[config.mk]
export PLATFORM = sky130hd
export DESIGN_NAME = sertask_top
export DESIGN_NICKNAME = d
export VERILOG_FILES = /design/src/rtl/sertask_pkg.sv /design/src/rtl/sertask_ctrl.sv /design/src/rtl/sertask_regs.sv /design/src/rtl/sertask_top.sv
export SDC_FILE = /design/constraint.sdc
export NUM_CORES = 1
export LEC_CHECK = 0
export ABC_AREA = 1
export BUFFER_PORTS_ARGS = -buffer_cell sky130_fd_sc_hd__buf_2
export CAP_MARGIN = 20
export CORE_MARGIN = 3
export CORE_UTILIZATION = 32
export CTS_CLUSTER_DIAMETER = 30
export CTS_CLUSTER_SIZE = 24
export DETAILED_ROUTE_END_ITERATION = 10
export GPL_ROUTABILITY_DRIVEN = 0
export GPL_TIMING_DRIVEN = 0
export MAX_ROUTING_LAYER = met4
export PLACE_DENSITY = 0.59
export SYNTH_ARGS = -nofsm -noshare
export SYNTH_HDL_FRONTEND = slang
export SYNTH_HIERARCHICAL = 1
export SYNTH_SLANG_ARGS = --single-unit
[constraint.sdc]
create_clock -name clk -period 2.5 [get_ports clk]
set_input_delay 0.25 -clock clk [delete_from_list [all_inputs] [get_ports clk]]
set_output_delay 0.25 -clock clk [all_outputs]
set_load 0.02 [all_outputs]
[src/rtl/sertask_pkg.sv]
package sertask_pkg;
  parameter int ADDR_W  = 8;
  parameter int DATA_W  = 32;
  parameter int BYTE_W  = 8;
  parameter int NUM_PIN = 4;
  parameter int ERR_W   = 4;
  parameter int NUM_EV  = 4;

  parameter int ENABLE_KEY = 4;
  parameter logic [DATA_W-1:0] PIN_RESET  = 32'hFFFF_FFFF;
  parameter logic [DATA_W-1:0] BAUD_RESET = 32'h0400_0000;
  parameter logic [ERR_W-1:0]  BREAK_BITS = ERR_W'(3);

  // event positions, shared by the flag vector and the mask
  parameter int EV_RXRDY = 0;
  parameter int EV_TXRDY = 1;
  parameter int EV_ERROR = 2;
  parameter int EV_RXTO  = 3;

  parameter logic [ADDR_W-1:0] A_START_RX = 8'h00;
  parameter logic [ADDR_W-1:0] A_STOP_RX  = 8'h01;
  parameter logic [ADDR_W-1:0] A_START_TX = 8'h02;
  parameter logic [ADDR_W-1:0] A_STOP_TX  = 8'h03;
  parameter logic [ADDR_W-1:0] A_SUSPEND  = 8'h04;
  parameter logic [ADDR_W-1:0] A_EV_RXRDY = 8'h10;
  parameter logic [ADDR_W-1:0] A_EV_TXRDY = 8'h11;
  parameter logic [ADDR_W-1:0] A_EV_ERROR = 8'h12;
  parameter logic [ADDR_W-1:0] A_EV_RXTO  = 8'h13;
  parameter logic [ADDR_W-1:0] A_INT_MASK = 8'h20;
  parameter logic [ADDR_W-1:0] A_INT_SET  = 8'h21;
  parameter logic [ADDR_W-1:0] A_INT_CLR  = 8'h22;
  parameter logic [ADDR_W-1:0] A_ERR_SRC  = 8'h30;
  parameter logic [ADDR_W-1:0] A_ENABLE   = 8'h31;
  parameter logic [ADDR_W-1:0] A_TX_DATA  = 8'h32;
  parameter logic [ADDR_W-1:0] A_BAUD     = 8'h33;
  parameter logic [ADDR_W-1:0] A_PIN_BASE = 8'h34;

  typedef struct packed {
    logic               clrRxRdy;
    logic               wrTxRdy;
    logic               wrErr;
    logic               wrTo;
    logic               wrMask;
    logic               setMask;
    logic               clrMask;
    logic               clrErr;
    logic               raiseTo;
    logic               acceptTx;
    logic               txFinish;
    logic               rxSet;
    logic               wrBaud;
    logic [NUM_PIN-1:0] wrPin;
  } strobe_t;
endpackage

[src/rtl/sertask_ctrl.sv]
module sertask_ctrl
  import sertask_pkg::*;
(
  input  logic              clk,
  input  logic              rstN,
  input  logic              busWrite,
  input  logic [ADDR_W-1:0] busAddr,
  input  logic [DATA_W-1:0] busWdata,
  input  logic              rxGotByte,
  input  logic              txDone,
  output strobe_t           st,
  output logic              enabled,
  output logic              txStrobe
);
  logic txRun, rxRun, txPending;
  logic hit, isOne, isZero;
  logic startTx, stopTx, startRx, stopRx, enSet, enClr;

  always_comb begin
    st      = '0;
    startTx = 1'b0;
    stopTx  = 1'b0;
    startRx = 1'b0;
    stopRx  = 1'b0;
    enSet   = 1'b0;
    enClr   = 1'b0;
    hit     = busWrite && (enabled || busAddr == A_ENABLE);
    isOne   = busWdata == DATA_W'(1);
    isZero  = busWdata == '0;
    if (hit) begin
      case (busAddr)
        A_START_RX: startRx = isOne;
        A_STOP_RX:  stopRx  = isOne;
        A_START_TX: startTx = isOne;
        A_STOP_TX:  stopTx  = isOne;
        A_SUSPEND: begin
          stopTx = isOne;
          stopRx = isOne;
        end
        A_EV_RXRDY: st.clrRxRdy = isZero;
        A_EV_TXRDY: st.wrTxRdy  = 1'b1;
        A_EV_ERROR: st.wrErr    = 1'b1;
        A_EV_RXTO:  st.wrTo     = 1'b1;
        A_INT_MASK: st.wrMask   = 1'b1;
        A_INT_SET:  st.setMask  = 1'b1;
        A_INT_CLR:  st.clrMask  = 1'b1;
        A_ERR_SRC:  st.clrErr   = 1'b1;
        A_ENABLE: begin
          enSet  = busWdata == DATA_W'(ENABLE_KEY);
          enClr  = isZero;
          stopTx = isZero;
          stopRx = isZero;
        end
        A_TX_DATA:  st.acceptTx = txRun && !txPending;
        A_BAUD:     st.wrBaud   = 1'b1;
        default: ;
      endcase
      for (int i = 0; i < NUM_PIN; i++) begin
        if (busAddr == A_PIN_BASE + ADDR_W'(i)) st.wrPin[i] = 1'b1;
      end
    end
    st.raiseTo  = stopRx;
    st.txFinish = txDone && txPending;
    st.rxSet    = rxGotByte && rxRun;
  end

  always_ff @(posedge clk or negedge rstN) begin
    if (!rstN) begin
      enabled   <= 1'b0;
      txRun     <= 1'b0;
      rxRun     <= 1'b0;
      txPending <= 1'b0;
      txStrobe  <= 1'b0;
    end else begin
      if (enSet)      enabled <= 1'b1;
      else if (enClr) enabled <= 1'b0;
      if (startTx)     txRun <= 1'b1;
      else if (stopTx) txRun <= 1'b0;
      if (startRx)     rxRun <= 1'b1;
      else if (stopRx) rxRun <= 1'b0;
      if (st.acceptTx)      txPending <= 1'b1;
      else if (st.txFinish) txPending <= 1'b0;
      txStrobe <= st.acceptTx;
    end
  end

  // a pending byte stays pending until the transmitter answers
  p_pend_hold_r10: assert property (@(posedge clk) disable iff (!rstN)
    txPending && !txDone |=> txPending);
  // the strobe only accompanies a byte that is now pending
  p_strobe_pend_r10: assert property (@(posedge clk) disable iff (!rstN)
    txStrobe |-> txPending);
  // a zero written to the enable address shuts everything down
  p_disable_r3: assert property (@(posedge clk) disable iff (!rstN)
    busWrite && busAddr == A_ENABLE && busWdata == '0 |=> !enabled && !txRun && !rxRun);
  // while disabled, other writes leave the run flags alone
  p_gate_r4: assert property (@(posedge clk) disable iff (!rstN)
    !enabled && busWrite && busAddr != A_ENABLE |=> $stable(txRun) && $stable(rxRun));
endmodule

[src/rtl/sertask_regs.sv]
module sertask_regs
  import sertask_pkg::*;
(
  input  logic              clk,
  input  logic              rstN,
  input  strobe_t           st,
  input  logic              enabled,
  input  logic [ADDR_W-1:0] busAddr,
  input  logic [DATA_W-1:0] busWdata,
  input  logic              rxBreak,
  output logic [DATA_W-1:0] busRdata,
  output logic [BYTE_W-1:0] txByte,
  output logic              irq
);
  logic [NUM_EV-1:0] evFlag;
  logic [NUM_EV-1:0] intMask;
  logic [ERR_W-1:0]  errSrc;
  logic [DATA_W-1:0] baudWord;
  logic [DATA_W-1:0] pinSel [NUM_PIN];
  logic [DATA_W-1:0] rdMux;
  logic              wrVal;

  assign wrVal = |busWdata;

  always_ff @(posedge clk or negedge rstN) begin
    if (!rstN) begin
      evFlag   <= '0;
      intMask  <= '0;
      errSrc   <= '0;
      baudWord <= BAUD_RESET;
      txByte   <= '0;
    end else begin
      if (st.rxSet)         evFlag[EV_RXRDY] <= 1'b1;
      else if (st.clrRxRdy) evFlag[EV_RXRDY] <= 1'b0;
      if (st.txFinish)      evFlag[EV_TXRDY] <= 1'b1;
      else if (st.wrTxRdy)  evFlag[EV_TXRDY] <= wrVal;
      if (rxBreak)          evFlag[EV_ERROR] <= 1'b1;
      else if (st.wrErr)    evFlag[EV_ERROR] <= wrVal;
      if (st.raiseTo)       evFlag[EV_RXTO]  <= 1'b1;
      else if (st.wrTo)     evFlag[EV_RXTO]  <= wrVal;

      if (st.wrMask)       intMask <= busWdata[NUM_EV-1:0];
      else if (st.setMask) intMask <= intMask | busWdata[NUM_EV-1:0];
      else if (st.clrMask) intMask <= intMask & ~busWdata[NUM_EV-1:0];

      errSrc <= (errSrc & ~(st.clrErr ? busWdata[ERR_W-1:0] : '0))
              | (rxBreak ? BREAK_BITS : '0);

      if (st.wrBaud)   baudWord <= busWdata;
      if (st.acceptTx) txByte   <= busWdata[BYTE_W-1:0];
    end
  end

  for (genvar g = 0; g < NUM_PIN; g++) begin : g_pin
    always_ff @(posedge clk or negedge rstN) begin
      if (!rstN)            pinSel[g] <= PIN_RESET;
      else if (st.wrPin[g]) pinSel[g] <= busWdata;
    end
  end

  assign irq = |(evFlag & intMask);

  always_comb begin
    rdMux = '0;
    case (busAddr)
      A_EV_RXRDY: rdMux = DATA_W'(evFlag[EV_RXRDY]);
      A_EV_TXRDY: rdMux = DATA_W'(evFlag[EV_TXRDY]);
      A_EV_ERROR: rdMux = DATA_W'(evFlag[EV_ERROR]);
      A_EV_RXTO:  rdMux = DATA_W'(evFlag[EV_RXTO]);
      A_INT_MASK, A_INT_SET, A_INT_CLR: rdMux = DATA_W'(intMask);
      A_ERR_SRC:  rdMux = DATA_W'(errSrc);
      A_ENABLE:   rdMux = DATA_W'(ENABLE_KEY);
      A_TX_DATA:  rdMux = DATA_W'(txByte);
      A_BAUD:     rdMux = baudWord;
      default: ;
    endcase
    for (int i = 0; i < NUM_PIN; i++) begin
      if (busAddr == A_PIN_BASE + ADDR_W'(i)) rdMux = pinSel[i];
    end
    busRdata = enabled ? rdMux : '0;
  end

  // nothing unmasked, no interrupt
  p_mask_quiet_r2: assert property (@(posedge clk) disable iff (!rstN)
    intMask == '0 |-> !irq);
  // receive-ready survives anything but a zero write
  p_rxrdy_hold_r9: assert property (@(posedge clk) disable iff (!rstN)
    evFlag[EV_RXRDY] && !st.clrRxRdy |=> evFlag[EV_RXRDY]);
  // a break always lands in both the event and the source bits
  p_break_r8: assert property (@(posedge clk) disable iff (!rstN)
    rxBreak |=> evFlag[EV_ERROR] && errSrc[1:0] == 2'b11);
  // completion beats a same-cycle software clear
  p_txdone_wins_r11: assert property (@(posedge clk) disable iff (!rstN)
    st.txFinish |=> evFlag[EV_TXRDY]);
endmodule

[src/rtl/sertask_top.sv]
module sertask_top
  import sertask_pkg::*;
(
  input  logic              clk,
  input  logic              rstN,
  input  logic              busWrite,
  input  logic [ADDR_W-1:0] busAddr,
  input  logic [DATA_W-1:0] busWdata,
  output logic [DATA_W-1:0] busRdata,
  input  logic              rxGotByte,
  input  logic              rxBreak,
  output logic [BYTE_W-1:0] txByte,
  output logic              txStrobe,
  input  logic              txDone,
  output logic              irq
);
  strobe_t st;
  logic    enabled;

  sertask_ctrl u_ctrl (
    .clk(clk), .rstN(rstN), .busWrite(busWrite), .busAddr(busAddr),
    .busWdata(busWdata), .rxGotByte(rxGotByte), .txDone(txDone),
    .st(st), .enabled(enabled), .txStrobe(txStrobe)
  );

  sertask_regs u_regs (
    .clk(clk), .rstN(rstN), .st(st), .enabled(enabled), .busAddr(busAddr),
    .busWdata(busWdata), .rxBreak(rxBreak), .busRdata(busRdata),
    .txByte(txByte), .irq(irq)
  );
endmodule

Word-level counts from Yosys, hierarchy flattened
Cells that the tools add are included.
{ "word_totals": {"register_bits": 185, "input_bits": 46} }
{ "classes": {"n_eq_ne": 21, "mux": 56, "n_bitwise": 7, "reduce_logical": 22} }
{ "ops": {"columns": ["cell", "count"], "rows": [
  ["$pmux 32 s9", 1],
  ["$mux 32", 5],
  ["$eq 8x6->1 const B", 11],
  ["$mux 1", 41],
  ["$eq 32x1->1 const B", 1],
  ["$eq 32x3->1 const B", 1],
  ["$eq 8x5->1 const B", 4],
  ["$logic_not 32->1", 1],
  ["$reduce_or 32->1", 1],
  ["$eq 8x2->1 const B", 2],
  ["$mux 4", 4],
  ["$reduce_bool 2->1", 8],
  ["$and 4x4->4", 3],
  ["$eq 8x1->1 const B", 1],
  ["$eq 8x3->1 const B", 1],
  ["$logic_not 8->1", 1],
  ["$mux 8", 1],
  ["$not 4->4", 2],
  ["$or 4x4->4", 2],
  ["$mux 5", 1],
  ["$logic_and 1x1->1", 4],
  ["$pmux 1 s2", 2],
  ["$reduce_or 2->1", 2],
  ["$reduce_or 4->1", 1],
  ["other kinds (5)", 5]
]} }

Depth between registers and ports, before layout
Gate-level depths: netlist (run 1).
{ "logic_depth": {"word_depth": 8, "depth_mapped": 14, "ltp_nobuf": 14} }

By module
The synthesis (run 1) kept the hierarchy.
{ "by_module_without_submodules": {"columns": ["module", "n_inst", "cells_each", "area_each_um2", "seq_area_each_um2"], "rows": [
  ["sertask_regs", 1, 976, 8257.9, 4665.7],
  ["sertask_ctrl", 1, 150, 775.7, 125.1]
]} }

Worst setup path after synthesis (run 1)
No wires, ideal clock.
{ "synth_timing": {"path_type": "input-to-reg", "startpoint": "input busAddr[1]", "endpoint": "register u_regs.txByte[5]", "arrival_ns": 1.787, "t_required_ns": 2.422, "slack_ns": 0.635, "cell_stages": 11, "path_buffers": 2, "cell_sequence": "inv_1 nand2_2 nor2_4 nand2_4 a21oi_4 nand2_1 nor4_2 clkbuf_1 clkbuf_1 nor2_1 a21oi_1"} }
{ "synth_lines": {"columns": ["item", "line_no", "source"], "rows": [
  ["from (decl)", "sertask_top.sv:7", "input logic [ADDR_W-1:0] busAddr,"],
  ["to (signal assigned)", "sertask_regs.sv:50", "if (st.acceptTx) txByte <= busWdata[BYTE_W-1:0];"],
  ["to (decl)", "sertask_regs.sv:12", "output logic [BYTE_W-1:0] txByte,"]
]} }

Final worst setup path (run 1)
{ "layout_timing": {"startpoint": "register u_ctrl.enabled", "endpoint": "output busRdata[20]"} }
{ "layout_via": {"elab_chain_cells": 1} }
{ "layout_lines": {"columns": ["item", "line_no", "source"], "rows": [
  ["from (decl)", "sertask_ctrl.sv:12", "output logic enabled,"],
  ["from (signal assigned)", "sertask_ctrl.sv:69", "enabled <= 1'b0;"],
  ["from (signal assigned)", "sertask_ctrl.sv:75", "if (enSet) enabled <= 1'b1;"],
  ["from (signal assigned)", "sertask_ctrl.sv:76", "else if (enClr) enabled <= 1'b0;"],
  ["$mux 32", "sertask_regs.sv:80", "busRdata = enabled ? rdMux : '0;"],
  ["to (decl)", "sertask_top.sv:9", "output logic [DATA_W-1:0] busRdata,"]
]} }
No other way between the ends.

==> flow_summary.toml, run 1 <==
[status]
status = "complete, no violations"

[setup_path]
cp-end-kind = "output pin"
timing.critical_path.buf_inv = 2
critPathMaxStageDelay_ns = 0.57
cp-start-kind = "flip-flop"
worstPathCellList = "clkbuf_1 > o21ai_1 > a21oi_1 > buf_2"
crit_path_max_fanout = 10
crit_slowest_cell = "dfrtp_1"
path_class = "flip-flop to output pin"
crit_arrival_ns = 2.13
cp_top_family = "buffers and inverters"
required_ns = 2.25

[place]
portBuffers = 87
dpl_worst_slack_ns = -0.320
dp_hpwl_um = 20200

[synthesis]
synth_nets = 1172
ys_seq_area_share_pct = 53.0
ys_seq_elements = 185
yosysTopAreaCell = "dfstp_2"
synth.distinct_cells = 38
syn_area_per_cell_sq_um = 8.02
netlist_instances = 1126
ys_warn_count = 6
syn-cell-area_sq_um = 9030
synthTopCellsByArea = "dfstp_2 (38%), dfrtp_1 (16%), a21oi_1 (12%)"
yosysTopAreaCellShare_pct = 37.5

[floorplanning]
num_rows = 60
start_util_pct = 33.1
core_sq_um = 27300
dieArea_sq_um = 30300
die_h_um = 174
fp.dieW_um = 174
ios = 88

[final_layout]
fill_cells = 2855
drive_above_1_share_pct = 25.8
syn_to_final_growth_pct = 17.7
seqCellArea_sq_um = 4790
layout.cells.most_common = "a21oi_1"
layout.nets = 1280
multi_input_area_sq_um = 3480
final_cell_mix = "a21oi_1 (221), nor2_1 (191), nand2_1 (158), dfstp_2 (129), inv_1 (123)"

[cts]
post_cts_buffers = 0
cts_buffers = 17
root_buffer = "clkbuf_16"
clockBufferDepth = 2
clock-sinks = 185
cts_tree = "yes"
htreeDepth = 4
path_clk_slew_ns = 0.07
clk_latency_ns = 0.44

[timing]
drv_slew = 0
finalCriticalPeriod_ns = 2.38
setup_violations = 0
rsz0062_at_grt = "true"
period_share_pct = 95.2
slew_headroom_pct = 55.0
finalHoldViolCount = 0
maxClockFrequency_mhz = 420
layout_setup_ws_ns = 0.119
fin_skew_ns = 0.00720
tightestPinTransition_ns = 0.674

[run]
drv_cap = 0

[pwr]
power.internal_mw = 4.59
finalPower_mw = 6.09
pwr-share-comb_pct = 4.4
seq_power_share_pct = 49.5
power_frac_clock_pct = 46.1
p_sw_mw = 1.50
power.share.switching_pct = 24.6
powerDensity_nw_per_um2 = 573
peakVddDrop_v = 0.000454
p_leak_nw = 4.87

[global_route]
overflow = 0
grt_pass1_vias = 8058
grt_pass1_wl_um = 45300
grt_util_met1_pct = 25.9
met3_usage_pct = 3.63
use_met2_pct = 31.0
gr-usage-all-layers_pct = 19.7
grt_max_degree = 102
antenna_found_initial = 2
grt_busiest_layer = "met2"

[routing]
wl_per_cell_um = 17.7
antenna_left = 0
viasPerCell = 4.97
dr_total_vias = 8063
drtIter0Drc = 692
drtPass1Iterations = 5
wl_um = 28700
drc_errors = 0

[min_path]
worst_hold_path_type = "input port to flip-flop"
[state kept, by name, indices dropped and copies added (netlist names), 4 cells and up, named ones only]
name / cells
u_regs/baudWord: 32
u_regs/evFlag: 4
u_regs/pinSel: 128
u_regs/txByte: 8
u_regs/errSrc: 4
[synthesized netlist by cell type]
| library cell | n |
|---|---|
| a21oi_1 | 221 |
| a21oi_4 | 1 |
| a31oi_1 | 4 |
| and3_1 | 1 |
| buf_1 | 2 |
| buf_2 | 4 |
| buf_4 | 7 |
| buf_6 | 3 |
| clkbuf_1 | 42 |
| clkinv_2 | 1 |
| clkinv_4 | 1 |
| dfrtp_1 | 56 |
| dfstp_2 | 129 |
| inv_1 | 123 |
| inv_2 | 5 |
| mux2_2 | 3 |
| nand2_1 | 158 |
| nand2_2 | 2 |
| nand2_4 | 3 |
| nand3_1 | 24 |
| nand3_2 | 1 |
| nand4_1 | 5 |
| nand4_2 | 1 |
| nor2_1 | 191 |
| nor2_2 | 4 |
| nor2_4 | 3 |
| nor3_1 | 6 |
| nor3_2 | 1 |
| nor3_4 | 1 |
| nor4_1 | 4 |
| nor4_2 | 1 |
| o2111ai_1 | 1 |
| o211ai_1 | 1 |
| o21ai_0 | 77 |
| o21ai_1 | 34 |
| o21bai_1 | 1 |
| o22ai_1 | 3 |
| o2bb2ai_1 | 1 |
[power by group through the flow]
stage                     clock (mW)  sequential, mW  combinational (mW)
after CTS                       2.87            3.01               0.273
after detailed placement           0            3.06               0.272
after global routing            3.00            3.01               0.304
after global placement             0            3.06               0.265
after floorplan                    0            3.06              0.0958
final                           2.81            3.01               0.271
[worst paths after layout]
check                                               startpoint                        endpoint  slack [ns]  cells after the start
worst min register to register  u_regs/pinSel[120]$_DFFE_PN1P_  u_regs/pinSel[120]$_DFFE_PN1P_        0.48                      2
worst min-delay path                                   rxBreak      u_regs/errSrc[1]$_DFF_PN0_        0.03                      3
max in group asynchronous                                 rstN   u_regs/pinSel[24]$_DFFE_PN1P_        1.19                      3
worst max-delay path                u_ctrl/enabled$_DFFE_PN0P_                    busRdata[20]        0.12                      4
min in group asynchronous                                 rstN    u_regs/evFlag[1]$_DFFE_PN0P_        0.36                      2
worst max register to register      u_ctrl/enabled$_DFFE_PN0P_   u_regs/pinSel[94]$_DFFE_PN1P_        0.14                      8
[logic make-up after synthesis]
family                 after synthesis  share of synthesized area, %
AO/OA/AOI/OAI                      344                          19.4
buffers and inverters              188                          8.48
flip-flops                         185                          53.0
multiplexers                         3                         0.374
AND/OR/NAND/NOR                    406                          18.7
[worst register-to-register path, stage by stage (launching register included)]
cell      delay (ns)
dfrtp_1         0.57
inv_1           0.14
a21oi_4         0.26
nand4_2         0.14
nor2_1          0.16
clkbuf_2        0.31
clkbuf_1        0.48
nor2_1          0.08
a21oi_1         0.14
[timing repair]
item | CTS | global route
endpoints found under the setup margin | 115 | 112
hold buffers | 1 | 0
resized for setup | 14 | 32
hold endpoints to repair | 21 | 0
[layer usage]
layer,part of all wire [%],routed length (um)
met1,45,13000
met2,46,13400
met3,6.2,1790
met4,1.9,550
met5,0,0
[final cells by class]
cell class	count	area share (%)
diodes	2	0.0471
clock inverters	15	1.72
clock buffers	17	4.00
well taps	372	4.38
flip-flops and latches	185	45.1
inverters	130	4.65
plain buffers	58	2.92
multi-input cells	753	32.7
repair buffers	89	4.54
[through the flow]
| stage | setup TNS [ns] | utilization [%] | hold WS [ns] | cell area [sq um] | cells |
|---|---|---|---|---|---|
| finish | 0 | 38.9 | 0.0309 | 10600 | 1621 |
| global placement | -222.80 | 36.4 | 0.463 | 9930 | 1585 |
| global route | -0.0275 | 38.9 | 0.0354 | 10600 | 1621 |
| CTS | 0 | 38.8 | 0.00856 | 10600 | 1619 |
| detailed placement | -26.64 | 36.5 | 0.281 | 9970 | 1586 |
| floorplan | 0 | - | -0.0456 | 9030 | 1126 |
(Power assumes the default switching activity.)
==> run 2, diff against run 1 <==
--- a/config.mk
+++ b/config.mk
@@ -5,7 +5,6 @@
 export SDC_FILE = /design/constraint.sdc
 export NUM_CORES = 1
 export LEC_CHECK = 0
-export ABC_AREA = 1
 export BUFFER_PORTS_ARGS = -buffer_cell sky130_fd_sc_hd__buf_2
 export CAP_MARGIN = 20
 export CORE_MARGIN = 3
==> run 2 against run 1 <==
  * Routed wire length is 4.5% lower
  * Largest power group unchanged
  * Flip-flop and latch count stayed put
  * Count of clock-buffer cells in the layout stayed put
==> flow_summary.toml, run 2 <==
[synthesis]
synthTopCellsByArea = "dfstp_2 (35%), mux2_2 (23%), dfrtp_1 (15%)"
muxShareOfSynthArea_pct = 26.7
synth_commonest_cells = "mux2_2 (192), dfstp_2 (129), o21ai_0 (57), dfrtp_1 (56), nand2_1 (44)"
synth_compound_area_share_pct = 11.4
ys_seq_area_share_pct = 50.1
yosysTopAreaCellShare_pct = 35.5
syn-cell-area_sq_um = 9560
synth_top_family_by_area = "multiplexers"
netlist_instances = 782
synth.distinct_cells = 62
synthAdderAreaFrac_pct = 0
yosysMostFrequentCell = "mux2_2"
syn_area_per_cell_sq_um = 12.2
synth_top_flop_cell = "dfstp_2"
async_reset_ff_share_pct = 100
ys_seq_elements = 185
synth_nets = 828
synthXorXnorAreaFrac_pct = 0.0916
synth_edf_count = 0
synth-simple-area-share_pct = 8.44
ys_warn_count = 6
yosysTopAreaCell = "dfstp_2"

[final_layout]
finalCoreUtilization_pct = 38.6
layout.cells.most_common = "mux2_2"
top_register = "u_regs/pinSel"
drive_above_1_share_pct = 56.8
final_cell_mix = "mux2_2 (192), dfstp_2 (129), buf_2 (100), dfrtp_1 (55), o21ai_0 (54)"
largest_reg_flops = 128
diodes = 0
layout.nets = 943
syn_to_final_growth_pct = 17.6
reg.largest.list = "u_regs/pinSel x128, u_regs/baudWord x32, u_regs/txByte x8"

[setup_path]
cp-end-kind = "output pin"
reg2reg_slack_ns = 0.12
critPathMaxStageDelay_ns = 0.52
required_ns = 2.25
worstPathCellList = "buf_2 > or4b_1 > buf_6 > or2_4 > buf_6 > a2bb2oi_1 > a31oi_1 > buf_2"
crit_arrival_ns = 2.21
timing.critical_path.buf_inv = 4
crit_slowest_cell = "or4b_1"
cp-start-kind = "input port"
cp_top_family = "simple AND/OR/NAND/NOR gates"
crit_path_max_fanout = 10
path_class = "input port to output pin"

[place]
dp_hpwl_um = 18400
dpl_worst_slack_ns = -0.784
portBuffers = 87

[floorplanning]
fp.dieW_um = 179
core_sq_um = 29100
start_util_pct = 32.9
ios = 88
die_h_um = 179
dieArea_sq_um = 32000
num_rows = 62

[cts]
clock-sinks = 185
cts_buffers = 17
root_buffer = "clkbuf_16"
clockBufferDepth = 2
clk_latency_ns = 0.44
htreeDepth = 4
cts_tree = "yes"
path_clk_slew_ns = 0.07

[routing]
dr_total_vias = 6836
drtIter0Drc = 487
wl_per_cell_um = 21.2
drtPass1Iterations = 5
viasPerCell = 5.28
antenna_left = 0
drc_errors = 0
wl_um = 27400

[timing]
finalHoldViolCount = 0
tightestPinTransition_ns = 0.742
finalCriticalPeriod_ns = 2.46
slew_headroom_pct = 50.2
fin_skew_ns = 0.0110
layout_setup_ws_ns = 0.0403
drv_slew = 0
setup_violations = 0
rsz0062_at_grt = "true"
period_share_pct = 98.4
maxClockFrequency_mhz = 407

[pwr]
powerDensity_nw_per_um2 = 542
peakVddDrop_v = 0.000381
p_leak_nw = 4.80

[global_route]
grt_pass1_vias = 7120
overflow = 0
grt_max_degree = 98
gr-usage-all-layers_pct = 18.0
grt_pass1_wl_um = 42500
antenna_found_initial = 0

[run]
drv_cap = 0

[status]
status = "complete, no violations"

[min_path]
worst_hold_path_type = "input port to flip-flop"
## run 2: changes by cell type after synthesis, moves of 13 or more
cell,before,now
a21oi_1,221,36
a2bb2oi_1,0,29
buf_1,2,15
inv_1,123,11
mux2_2,3,192
mux2i_1,0,36
nand2_1,158,44
nand3_1,24,4
nor2_1,191,19
o21ai_0,77,57
o21ai_1,34,6
## run 2: final timing paths
check / startpoint / to / depth (start not counted)
worst max-delay path: busAddr[3] / busRdata[2] / 8
min in group asynchronous: rstN / u_ctrl/txStrobe$_DFF_PN0_ / 2
worst max register to register: u_ctrl/enabled$_DFFE_PN0P_ / u_regs/pinSel[84]$_DFFE_PN1P_ / 6
max in group asynchronous: rstN / u_regs/pinSel[119]$_DFFE_PN1P_ / 3
worst min-delay path: rxBreak / u_regs/errSrc[1]$_DFF_PN0_ / 2
worst min register to register: u_regs/errSrc[0]$_DFF_PN0_ / u_regs/errSrc[0]$_DFF_PN0_ / 1
## run 2: what timing repair did
| item | 4_1_cts | 5_1_grt |
|---|---|---|
| hold endpoints to repair | 34 | 0 |
| cloned | 0 | 0 |
| hold buffers | 1 | 0 |
| pin swaps | 2 | 1 |
| endpoints found under the setup margin | 184 | 139 |
| resized for setup | 36 | 23 |
| setup buffers | 5 | 2 |
## run 2: area by class of cell
cell class / instances / area, sq um
Inverter: 11 / 41.3
Timing Repair Buffer: 96 / 536
Buffer: 60 / 337
Clock buffer: 17 / 425
Clock inverter: 15 / 140
Tap cell: 384 / 480
Sequential cell: 185 / 4790
Fill cell: 2869 / 17800
Multi-Input combinational cell: 526 / 4490
## run 2: power breakdown
part / internal (mW) / switching (mW)
sequential: 3.02 / 0.00669
combinational: 0.125 / 0.283
clock: 1.39 / 1.27
total: 4.54 / 1.55
## run 2: layer usage
layer  up-vias  part of all wire [%]  GRT usage [%]
met5         -                     0              -
met2       201                    47           28.1
met4         0                   1.3           4.06
met3        28                   4.9           3.37
li1       3111                     -              -
met1      3496                    47           24.5
## run 2: logic make-up after synthesis
logic type / Yosys count
XOR/XNOR: 1
AND/OR/NAND/NOR: 127
flip-flops: 185
AO/OA/AOI/OAI: 168
multiplexers: 230
buffers and inverters: 71
## run 2: per-stage QoR
| stage | area, sq um | setup TNS [ns] | hold WS [ns] | instances | total power [mW] |
|---|---|---|---|---|---|
| floorplan | 9560 | 0 | -0.0456 | 782 | 3.24 |
| global placement | 10500 | -317.83 | 0.464 | 1253 | 3.46 |
| detailed placement | 10500 | -110.55 | 0.322 | 1254 | 3.48 |
| CTS | 11200 | 0 | 0.0337 | 1292 | 6.16 |
| global route | 11200 | -0.0215 | 0.0451 | 1294 | 6.33 |
| finish | 11200 | 0 | 0.0442 | 1294 | 6.09 |
